$ cat src/rtl/srx_pkg.sv
`timescale 1ns/1ps
package srx_pkg;

  localparam int DATA_W = 9;

  typedef enum logic [2:0] {
    ST_IDLE, ST_START, ST_DATA, ST_PAR, ST_STOP1, ST_STOP2, ST_BRK
  } srx_state_e;

  function automatic logic maj3(input logic a, input logic b, input logic c);
    return (a & b) | (a & c) | (b & c);
  endfunction

  // number of data bits for the width selector
  function automatic logic [3:0] frame_len(input logic [1:0] sel);
    case (sel)
      2'd0:    return 4'd7;
      2'd2:    return 4'd9;
      default: return 4'd8;
    endcase
  endfunction

  // parity bit the sender must place after the data
  function automatic logic par_ref(input logic [DATA_W-1:0] d, input logic [1:0] mode);
    case (mode)
      2'd0:    return ^d;
      2'd1:    return ~^d;
      2'd2:    return 1'b1;
      default: return 1'b0;
    endcase
  endfunction

  // middle sample phase: automatic centre or clamped programmed value
  function automatic int mid_pick(input logic ovr, input int val, input int osr);
    if (!ovr)          return osr / 2;
    if (val < 1)       return 1;
    if (val > osr - 2) return osr - 2;
    return val;
  endfunction

endpackage

$ cat src/rtl/srx_sync.sv
`timescale 1ns/1ps
module srx_sync (
  input  logic clk,
  input  logic rst_n,
  input  logic d_i,
  output logic q_o
);
  logic s1_q, s2_q;

  always_ff @(posedge clk or negedge rst_n) begin
    if (!rst_n) begin
      s1_q <= 1'b1;
      s2_q <= 1'b1;
    end else begin
      s1_q <= d_i;
      s2_q <= s1_q;
    end
  end

  assign q_o = s2_q;
endmodule

$ cat src/rtl/srx_sampler.sv
`timescale 1ns/1ps
module srx_sampler #(
  parameter int OSR  = 16,
  parameter int PH_W = $clog2(OSR)
) (
  input  logic            clk,
  input  logic            rst_n,
  input  logic            tick_i,
  input  logic            rx_i,
  input  logic            busy_i,
  input  logic            launch_i,
  input  logic [PH_W-1:0] mid_i,
  output logic            vote_stb_o,
  output logic            vote_o
);
  import srx_pkg::*;

  localparam logic [PH_W-1:0] PH_LAST = PH_W'(OSR - 1);

  logic [PH_W-1:0] phase_q;
  logic [PH_W-1:0] ph_now;
  logic            s_lo_q, s_md_q;
  logic            adv;

  // the launching tick is phase 0 even if the counter holds a stale value
  assign ph_now = busy_i ? phase_q : '0;
  assign adv    = tick_i & (busy_i | launch_i);

  always_ff @(posedge clk or negedge rst_n) begin
    if (!rst_n) begin
      phase_q <= '0;
      s_lo_q  <= 1'b1;
      s_md_q  <= 1'b1;
    end else begin
      if (!busy_i && !launch_i)
        phase_q <= '0;
      else if (tick_i)
        phase_q <= (ph_now == PH_LAST) ? '0 : ph_now + 1'b1;
      if (adv && ph_now == mid_i - 1'b1) s_lo_q <= rx_i;
      if (adv && ph_now == mid_i)        s_md_q <= rx_i;
    end
  end

  assign vote_stb_o = adv & (ph_now == mid_i + 1'b1);
  assign vote_o     = maj3(s_lo_q, s_md_q, rx_i);
endmodule

$ cat src/rtl/srx_frame_ctl.sv
`timescale 1ns/1ps
module srx_frame_ctl #(
  parameter int BRK_TICKS = 160,
  parameter int CNT_W     = $clog2(BRK_TICKS + 1)
) (
  input  logic                      clk,
  input  logic                      rst_n,
  input  logic                      tick_i,
  input  logic                      rx_i,
  input  logic                      vote_stb_i,
  input  logic                      vote_i,
  input  logic [1:0]                dbits_i,
  input  logic                      par_en_i,
  input  logic [1:0]                par_mode_i,
  input  logic                      two_stop_i,
  output logic                      busy_o,
  output logic                      launch_o,
  output logic                      idle_o,
  output logic                      done_o,
  output logic                      frame_err_o,
  output logic                      par_err_o,
  output logic [srx_pkg::DATA_W-1:0] data_o,
  output logic                      brk_set_o,
  output logic                      brk_wait_o,
  output logic                      false_start_o
);
  import srx_pkg::*;

  localparam logic [CNT_W-1:0] CNT_LAST = CNT_W'(BRK_TICKS - 1);

  srx_state_e        state_q;
  logic [3:0]        idx_q;
  logic [DATA_W-1:0] sh_q;
  logic              perr_q;
  logic [CNT_W-1:0]  cnt_q;
  logic              hit_q;
  logic [3:0]        nbits;
  logic              par_used;

  assign nbits    = frame_len(dbits_i);
  assign par_used = par_en_i & (nbits != 4'd9);

  always_ff @(posedge clk or negedge rst_n) begin
    if (!rst_n) begin
      state_q <= ST_IDLE;
      idx_q   <= '0;
      sh_q    <= '0;
      perr_q  <= 1'b0;
      cnt_q   <= '0;
      hit_q   <= 1'b0;
    end else begin
      case (state_q)
        ST_IDLE: if (launch_o) state_q <= ST_START;
        ST_START: if (vote_stb_i) begin
          if (vote_i) state_q <= ST_IDLE;
          else begin
            state_q <= ST_DATA;
            idx_q   <= '0;
            sh_q    <= '0;
            perr_q  <= 1'b0;
          end
        end
        ST_DATA: if (vote_stb_i) begin
          sh_q[idx_q] <= vote_i;
          idx_q       <= idx_q + 1'b1;
          if (idx_q == nbits - 4'd1) state_q <= par_used ? ST_PAR : ST_STOP1;
        end
        ST_PAR: if (vote_stb_i) begin
          perr_q  <= (vote_i != par_ref(sh_q, par_mode_i));
          state_q <= ST_STOP1;
        end
        ST_STOP1: if (vote_stb_i) begin
          if (!vote_i) begin
            state_q <= ST_BRK;
            cnt_q   <= '0;
            hit_q   <= 1'b0;
          end else state_q <= two_stop_i ? ST_STOP2 : ST_IDLE;
        end
        ST_STOP2: if (vote_stb_i) begin
          if (!vote_i) begin
            state_q <= ST_BRK;
            cnt_q   <= '0;
            hit_q   <= 1'b0;
          end else state_q <= ST_IDLE;
        end
        ST_BRK: if (tick_i) begin
          if (rx_i) state_q <= ST_IDLE;
          else if (!hit_q) begin
            if (cnt_q == CNT_LAST) hit_q <= 1'b1;
            else                   cnt_q <= cnt_q + 1'b1;
          end
        end
        default: state_q <= ST_IDLE;
      endcase
    end
  end

  assign idle_o        = (state_q == ST_IDLE);
  assign busy_o        = (state_q == ST_START) | (state_q == ST_DATA) | (state_q == ST_PAR) |
                         (state_q == ST_STOP1) | (state_q == ST_STOP2);
  assign launch_o      = idle_o & tick_i & ~rx_i;
  assign done_o        = vote_stb_i & (((state_q == ST_STOP1) & (~vote_i | ~two_stop_i)) |
                                       (state_q == ST_STOP2));
  assign frame_err_o   = ~vote_i;
  assign par_err_o     = perr_q;
  assign data_o        = sh_q;
  assign brk_wait_o    = (state_q == ST_BRK);
  assign brk_set_o     = brk_wait_o & tick_i & ~rx_i & ~hit_q & (cnt_q == CNT_LAST);
  assign false_start_o = (state_q == ST_START) & vote_stb_i & vote_i;
endmodule

$ cat src/rtl/serial_rx_vote.sv
`timescale 1ns/1ps
module serial_rx_vote #(
  parameter int OSR      = 16,
  parameter int BRK_BITS = 10
) (
  input  logic                  clk,
  input  logic                  rst_n,
  input  logic                  tick_i,
  input  logic                  rxd_i,
  input  logic [1:0]            cfg_dbits_i,
  input  logic                  cfg_par_en_i,
  input  logic [1:0]            cfg_par_mode_i,
  input  logic                  cfg_two_stop_i,
  input  logic                  cfg_spos_ovr_i,
  input  logic [$clog2(OSR)-1:0] cfg_spos_i,
  input  logic                  data_ie_i,
  input  logic                  err_ie_i,
  input  logic                  rd_i,
  output logic [8:0]            data_o,
  output logic                  valid_o,
  output logic                  frame_err_o,
  output logic                  par_err_o,
  output logic                  ovr_err_o,
  output logic                  brk_o,
  output logic                  irq_data_o,
  output logic                  irq_err_o
);
  import srx_pkg::*;

  localparam int PH_W      = $clog2(OSR);
  localparam int BRK_TICKS = OSR * BRK_BITS;

  logic              rx_s;
  logic [PH_W-1:0]   mid;
  logic              vote_stb, vote;
  logic              busy, launch, ctl_idle, done, fe_now, pe_now;
  logic              brk_set, brk_wait, false_start;
  logic [DATA_W-1:0] word;

  logic [DATA_W-1:0] data_q;
  logic              valid_q, fe_q, pe_q, ovr_q, brk_q;

  assign mid = PH_W'(mid_pick(cfg_spos_ovr_i, int'(cfg_spos_i), OSR));

  srx_sync u_sync (
    .clk (clk), .rst_n (rst_n), .d_i (rxd_i), .q_o (rx_s)
  );

  srx_sampler #(.OSR(OSR), .PH_W(PH_W)) u_samp (
    .clk (clk), .rst_n (rst_n), .tick_i (tick_i), .rx_i (rx_s),
    .busy_i (busy), .launch_i (launch), .mid_i (mid),
    .vote_stb_o (vote_stb), .vote_o (vote)
  );

  srx_frame_ctl #(.BRK_TICKS(BRK_TICKS)) u_ctl (
    .clk (clk), .rst_n (rst_n), .tick_i (tick_i), .rx_i (rx_s),
    .vote_stb_i (vote_stb), .vote_i (vote),
    .dbits_i (cfg_dbits_i), .par_en_i (cfg_par_en_i),
    .par_mode_i (cfg_par_mode_i), .two_stop_i (cfg_two_stop_i),
    .busy_o (busy), .launch_o (launch), .idle_o (ctl_idle), .done_o (done),
    .frame_err_o (fe_now), .par_err_o (pe_now), .data_o (word),
    .brk_set_o (brk_set), .brk_wait_o (brk_wait), .false_start_o (false_start)
  );

  // holding register: a read clears first, a completing frame then loads
  always_ff @(posedge clk or negedge rst_n) begin
    if (!rst_n) begin
      data_q  <= '0;
      valid_q <= 1'b0;
      fe_q    <= 1'b0;
      pe_q    <= 1'b0;
      ovr_q   <= 1'b0;
      brk_q   <= 1'b0;
    end else begin
      if (rd_i) begin
        valid_q <= 1'b0;
        fe_q    <= 1'b0;
        pe_q    <= 1'b0;
        ovr_q   <= 1'b0;
        brk_q   <= 1'b0;
      end
      if (done) begin
        if (valid_q && !rd_i) ovr_q <= 1'b1;
        else begin
          data_q  <= word;
          valid_q <= 1'b1;
          fe_q    <= fe_now;
          pe_q    <= pe_now;
        end
      end
      if (brk_set) brk_q <= 1'b1;
    end
  end

  assign data_o      = data_q;
  assign valid_o     = valid_q;
  assign frame_err_o = fe_q;
  assign par_err_o   = pe_q;
  assign ovr_err_o   = ovr_q;
  assign brk_o       = brk_q;
  assign irq_data_o  = valid_q & data_ie_i;
  assign irq_err_o   = (fe_q | pe_q | ovr_q | brk_q) & err_ie_i;
endmodule

$ cat config.mk
export PLATFORM = sky130hd
export DESIGN_NAME = serial_rx_vote
export DESIGN_NICKNAME = d
export VERILOG_FILES = /design/src/rtl/srx_pkg.sv /design/src/rtl/srx_sync.sv /design/src/rtl/srx_sampler.sv /design/src/rtl/srx_frame_ctl.sv /design/src/rtl/serial_rx_vote.sv
export SDC_FILE = /design/constraint.sdc
export NUM_CORES = 1
export LEC_CHECK = 0
export BUFFER_PORTS_ARGS = -buffer_cell sky130_fd_sc_hd__buf_4
export CAP_MARGIN = 40
export CORE_AREA = 5 5 88 90
export CTS_CLUSTER_DIAMETER = 60
export DETAILED_ROUTE_END_ITERATION = 6
export DIE_AREA = 0 0 93 95
export PLACE_DENSITY_LB_ADDON = 0.08
export SYNTH_ARGS = -nofsm -noshare
export SYNTH_HDL_FRONTEND = slang
export SYNTH_HIERARCHICAL = 1
export SYNTH_SLANG_ARGS = --single-unit
$ cat constraint.sdc
create_clock -name clk -period 4.4 [get_ports clk]
set_clock_uncertainty 0.15 [all_clocks]
set_input_delay 0.66 -clock clk [delete_from_list [all_inputs] [get_ports clk]]
set_output_delay 0.66 -clock clk [all_outputs]
set_load 0.05 [all_outputs]
======== Yosys cells after proc, flatten, opt, wreduce, memory -nomap -nowiden ========
Cells that the tools add are included.
word-level totals
  flip-flop bits (word level) ............. 48
  latch bits .............................. 0
  RAM bits ................................ 0
  bits in read-only memories .............. 0
  bits of input ports ..................... 18
  output and inout port bits .............. 16
  logic and storage cells ................. 192
  memories kept ........................... 0
cells by class
  add/sub/neg operators ................... 6
  $mul .................................... 0
  div/mod/pow operators ................... 0
  magnitude comparators ................... 4
  eq/ne operators ......................... 32
  shift-type cells ........................ 0
  multiplexer cells ....................... 75
  bitwise logic cells ..................... 33
  reduce and logical (&&, ||, !) cells .... 25
operator list
  operator                                                                 number
  4-bit 2-to-1 mux                                                         13
  8-bit 2-to-1 mux                                                         6
  3-bit 2-to-1 mux                                                         13
  1-bit 2-to-1 mux                                                         29
  9-bit 2-to-1 mux                                                         3
  3-bit one-hot mux with 7 select lines                                    1
  9-bit one-hot mux with 2 select lines                                    1
  1-bit AND                                                                16
  4-bit equality test                                                      4
  2-bit inequality test, second input constant                             8
  4-bit one-hot mux with 2 select lines                                    2
  8-bit one-hot mux with 2 select lines                                    1
  2-bit by 1-bit inequality test with 1-bit output, second input constant  7
  4-bit by 1-bit adder with 4-bit output, second input constant            3
  1-bit OR                                                                 12
  2-bit nonzero test                                                       5
  9-bit bitwise mux                                                        1
  3-bit equality test, second input constant                               3
  9-bit AND reduction                                                      1
  9-bit XNOR reduction                                                     1
  9-bit parity                                                             1
  8-bit by 1-bit adder with 8-bit output, second input constant            1
  8-bit equality test, second input constant                               1
  4-bit AND reduction                                                      2
  other kinds (25)                                                         40

======== Longest topological paths before layout ========
  depth in word-level cells ............... 16
  depth in mapped cells ................... 15
  depth with buffers taken out ............ 12

======== Modules after synthesis ========
Netlist, hierarchy kept.
by module, submodules not included
  module          times used  cells each  area an instance (um2)  seq. area each (um2)
  srx_frame_ctl   1           188         1714.1                  650.6
  serial_rx_vote  1           44          634.4                   350.3
  srx_sampler     1           64          600.6                   152.6
  srx_sync        1           2           52.6                    52.6

======== Least setup slack after synthesis ========
OpenSTA, ideal clock, no wires.
  path kind ............................... flip-flop to flip-flop
  start ................................... reg u_ctl.state_q[1]
  end ..................................... reg, netlist name data_o[0]
  setup time .............................. 0.125 ns
  arrival ................................. 3.622 ns
  required time ........................... 4.125 ns
  path slack .............................. 0.503 ns
  cell stages (with the launch flop) ...... 14
  buffers on the path ..................... 3
  period minus slack after synthesis ...... 3.897 ns
  path through ............................ dfrtp_1 -> clkbuf_1 -> clkbuf_1 -> nor3_1 -> a21oi_1 -> and2_1 -> xor2_1 -> xnor2_1 -> and4_1 -> buf_2 -> nand2_1 -> a311oi_1 -> nand2_8 -> mux2_4
RTL lines
  element                   RTL line             source
  start: declaration        srx_frame_ctl.sv:31  srx_state_e state_q;
  start signal: assignment  srx_frame_ctl.sv:66  if (idx_q == nbits - 4'd1) state_q <= par_used ? ST_PAR : ST_STOP1;
  start signal: assignment  srx_frame_ctl.sv:77  end else state_q <= two_stop_i ? ST_STOP2 : ST_IDLE;

======== Worst setup path in the final report ========
  start ................................... in cfg_spos_i[3]
  end ..................................... reg u_ctl.cnt_q[6]
on the way
  word-level cells in the longest chain between the ends .. 12
  elaborated cells on any way between the ends .. 17
  those cells by class .................... add/sub (1); order compare (2); eq/ne (2); mux (10); bitwise (1); reduce/logical (1)
RTL lines
  element                                                              RTL line              source
  start: declaration                                                   serial_rx_vote.sv:15  input logic [$clog2(OSR)-1:0] cfg_spos_i,
  4-bit > comparator                                                   srx_pkg.sv:37         if (val > osr - 2) return osr - 2;
  1-bit 2-to-1 mux (2 in a row)                                        srx_pkg.sv:37
  1-bit 2-to-1 mux                                                     srx_pkg.sv:36         if (val < 1) return 1;
  4-bit 2-to-1 mux                                                     srx_pkg.sv:38         return val;
  4-bit 2-to-1 mux *                                                   srx_pkg.sv:37
  4-bit 2-to-1 mux *                                                   srx_pkg.sv:36
  via mid[3]                                                           serial_rx_vote.sv:34  logic [PH_W-1:0] mid;
  4-bit by 1-bit adder with 4-bit output *                             srx_sampler.sv:44     assign vote_stb_o = adv & (ph_now == mid_i + 1'b1);
  4-bit equality test *                                                srx_sampler.sv:44
  1-bit AND *                                                          srx_sampler.sv:44
  via vote_stb                                                         serial_rx_vote.sv:35  logic vote_stb, vote;
  2-bit by 1-bit inequality test with 1-bit output (no source line) *  -
  7-bit AND reduction (no source line) *                               -
  end signal: assignment                                               srx_frame_ctl.sv:90   else cnt_q <= cnt_q + 1'b1;
  end: declaration                                                     srx_frame_ctl.sv:35   logic [CNT_W-1:0] cnt_q;
Mark *: on every way through the listed nets, which the timed path passes. The rest lies on a longest branch. The select of a mux whose other input is x is not followed.
A chain may end at the register's enable or synchronous reset.

==> summary.md <==
| Metric | Value |
|---|---|
| Synthesized area divided by synthesized cell count | `roughly 10 um2` |
| Die outline area | `between 8000 and 9000 um2` |
| Hold Path Class | `primary input to asynchronous set/reset pin` |
| Per-cell routed wire length | `between 10 and 15 um` |
| TritonCTS clock tree | `yes` |
| Via count of the first global-routing pass | `between 2000 and 2500` |
| Post-Place Cell Area | `3290 um2` |
| Count of final hold-check violations | `0` |
| Highest cell delay on the worst timing path | `~0.43 ns` |
| TritonCTS sink count | `48` |
| Fraction of layout cells with a size suffix above 1 | `between 20% and 30%` |
| Buf+Inv Stages, Crit Path | `3` |
| Cell area after technology mapping | `around 3000 um2` |
| Remaining DRCs | `0` |
| Clock tree root buffer cell | `clkbuf_8` |
| Post-synthesis instance total | `about 300` |
| Worst slew slack as a fraction of its limit | `55.8%` |
| HPWL after detailed placement | `roughly 4400 um` |
| Starting DRT DRC Count | `between 100 and 150` |
| Number of diodes | `0` |
| GPL Wtd Cong | `between 0.7 and 0.8` |
| Run status | `complete, no violations` |
| Warning count from the yosys run | `6` |
| Antenna violations before repair | `0` |
| Number of placement rows | `31` |
| Sum of overflow across all layers after global routing | `0` |
| Sum of internal, switching and leakage power | `approximately 1.4 mW` |
| First-pass GRT wire length | `around 10000 um` |
| Kind of cell adding the most delay to the critical path | `simple AND/OR/NAND/NOR gates` |
| Number of nets in the synthesized netlist | `between 300 and 400` |
| Global routing usage summed across all routing layers | `between 10% and 20%` |
| Post-CTS setup repair buffer count | `0` |
| Peak supply drop | `approximately 0.28 mV` |
| Number of maximum-capacitance violations | `0` |
| Number of cells upsized or downsized after cts | `0` |
| Initial DRT Pass Iterations | `4` |
| Maximum number of pins on one net before global-route repair | `49` |
| Setup CP Type | `primary input to register` |
| Cell Chain, Critical Path | `buf_4, nand2b_1, o21ai_0, buf_4, inv_1, ha_1, xor2_1, and4_1, and4bb_2, a21oi_1, nor4b_1, xnor2_1, nor2_1` |
| Crit path DAT | `between 3 and 4 ns` |
| Crit start category | `primary input` |
| Leakage Power | `approximately 1.6 nW` |
| Number of clock buffers inserted by TritonCTS | `5` |
| Post-route ant nets | `0` |
| Maximum clock rate | `0.297 GHz` |
| Floorplan die width | `93 um` |
| Area delta synth->final | `13.1%` |
| Final critical-path required period | `3.36 ns` |
| Hold Buf Count CTS | `0` |
| Worst-path clk slew | `0.10 ns` |
| Worst Path Required | `approximately 4.4 ns` |
| Core Footprint | `approximately 7000 um2` |
| Vias | `around 2200` |
| Final-stage net count | `between 300 and 400` |
| Number of levels in the clock H-tree | `2` |
| Fill count | `~660` |
| Setup Total Neg Slack | `0 ns` |
| Number of vias per cell after detailed routing | `approximately 5.4` |
| Crit path top cell by count | `buf_4` |
| Count of buffers inserted at the top-level ports | `33` |
| I/O pin cnt | `34` |
| Die Y | `95 um` |
| Worst Tran Pin Value | `around 0.65 ns` |
| Final setup fails | `0` |
| Starting density of the core | `a little over two fifths` |
| Power per unit of standard cell area | `approximately 410 nW/um2` |
| Insertion delay of the later-clocked pin in the worst-skew pair | `0.30 ns` |
| Design Area, Final | `3390 um2` |
| Unrepaired setup endpoints after global routing | `no` |
| Total length of routed wires | `5950 um` |
| Sort of element at the end of the critical path | `register` |
| Largest fanout on the critical path | `9` |
| Max-slew violation count | `0` |
| Final period utilization | `between 70 and 80%` |
| Longest Clk Path Bufs | `2` |
| Slowest stage cell, crit path | `and4bb_2` |
sequential cells by signal (all words and copies together) (netlist names):
register / flops
frame_err_o: 1
u_samp/s_lo_q: 1
u_ctl/state_q: 3
u_ctl/idx_q: 4
u_sync/q_o: 1
u_ctl/par_err_o: 1
u_ctl/hit_q: 1
u_sync/s1_q: 1
brk_o: 1
u_samp/s_md_q: 1
data_o: 9
u_samp/phase_q: 4
u_ctl/cnt_q: 8
ovr_err_o: 1
par_err_o: 1
u_ctl/data_o: 9
valid_o: 1
cells in the final DEF, fill, tap and decap left out, types with 12 or more instances in the layout:
| cell | instances |
|---|---|
| xnor2_1 | 14 |
| nand3_1 | 13 |
| buf_4 | 38 |
| o21ai_0 | 12 |
| nor2_1 | 25 |
| inv_1 | 12 |
| dfrtp_1 | 44 |
| a21oi_1 | 19 |
| nand2_1 | 17 |
per-layer routing:
| layer | vias up | part of all wire [%] | global-route usage, % |
|---|---|---|---|
| met5 | - | 0 | 0 |
| met2 | 29 | 49 | 23.4 |
| met1 | 1054 | 47 | 19.7 |
| met3 | 5 | 3.7 | 2.95 |
| li1 | 1123 | - | - |
| met4 | 0 | 0.64 | 3.17 |
through the flow:
stage          cells  hold WS, ns  setup slack [ns]  utilization (%)
6_report         408        0.210              1.04             48.5
3_3_place_gp     400        0.195             0.777             47.2
3_5_place_dp     400        0.199             0.700             47.2
4_1_cts          408        0.211              1.03             48.5
5_1_grt          408        0.214             0.804             48.5
2_1_floorplan    297        0.195             0.528                -
cell type report:
class | instances | area (um2) | share of cell area, %
Sequential cell | 48 | 1210 | 35.6
Tap cell | 82 | 103 | 3.03
Clock inverter | 2 | 15.0 | 0.443
Timing Repair Buffer | 38 | 285 | 8.42
Clock buffer | 6 | 82.6 | 2.44
Inverter | 12 | 45.0 | 1.33
Multi-Input combinational cell | 220 | 1650 | 48.8
final timing paths:
kind                       slack, ns                end  depth (start not counted)              from
min                             0.21          data_o[2]                          1             rst_n
min reg2reg                     0.21         u_sync/q_o                          0       u_sync/s1_q
max reg2reg                     1.11     u_ctl/cnt_q[6]                         11  u_ctl/state_q[0]
max                             1.04     u_ctl/cnt_q[6]                         13     cfg_spos_i[3]
min in group clk                0.21         u_sync/q_o                          0       u_sync/s1_q
max in group asynchronous       3.47  u_samp/phase_q[1]                          1             rst_n
worst register-to-register path: cells and delay by family (launching register included):
family | cells | cell delay (ns)
compound gates | 2 | 0.30
xor+xnor | 3 | 0.58
flops | 1 | 0.57
simple gates | 6 | 1.57
power by group:
| group | leakage, nW | internal [mW] | switching, mW |
|---|---|---|---|
| registers | 0.638 | 0.510 | 0.0929 |
| logic | 0.957 | 0.209 | 0.277 |
| clock network | 0.0434 | 0.128 | 0.156 |
| total | 1.64 | 0.846 | 0.527 |
Power figures use the tool's default switching activity.
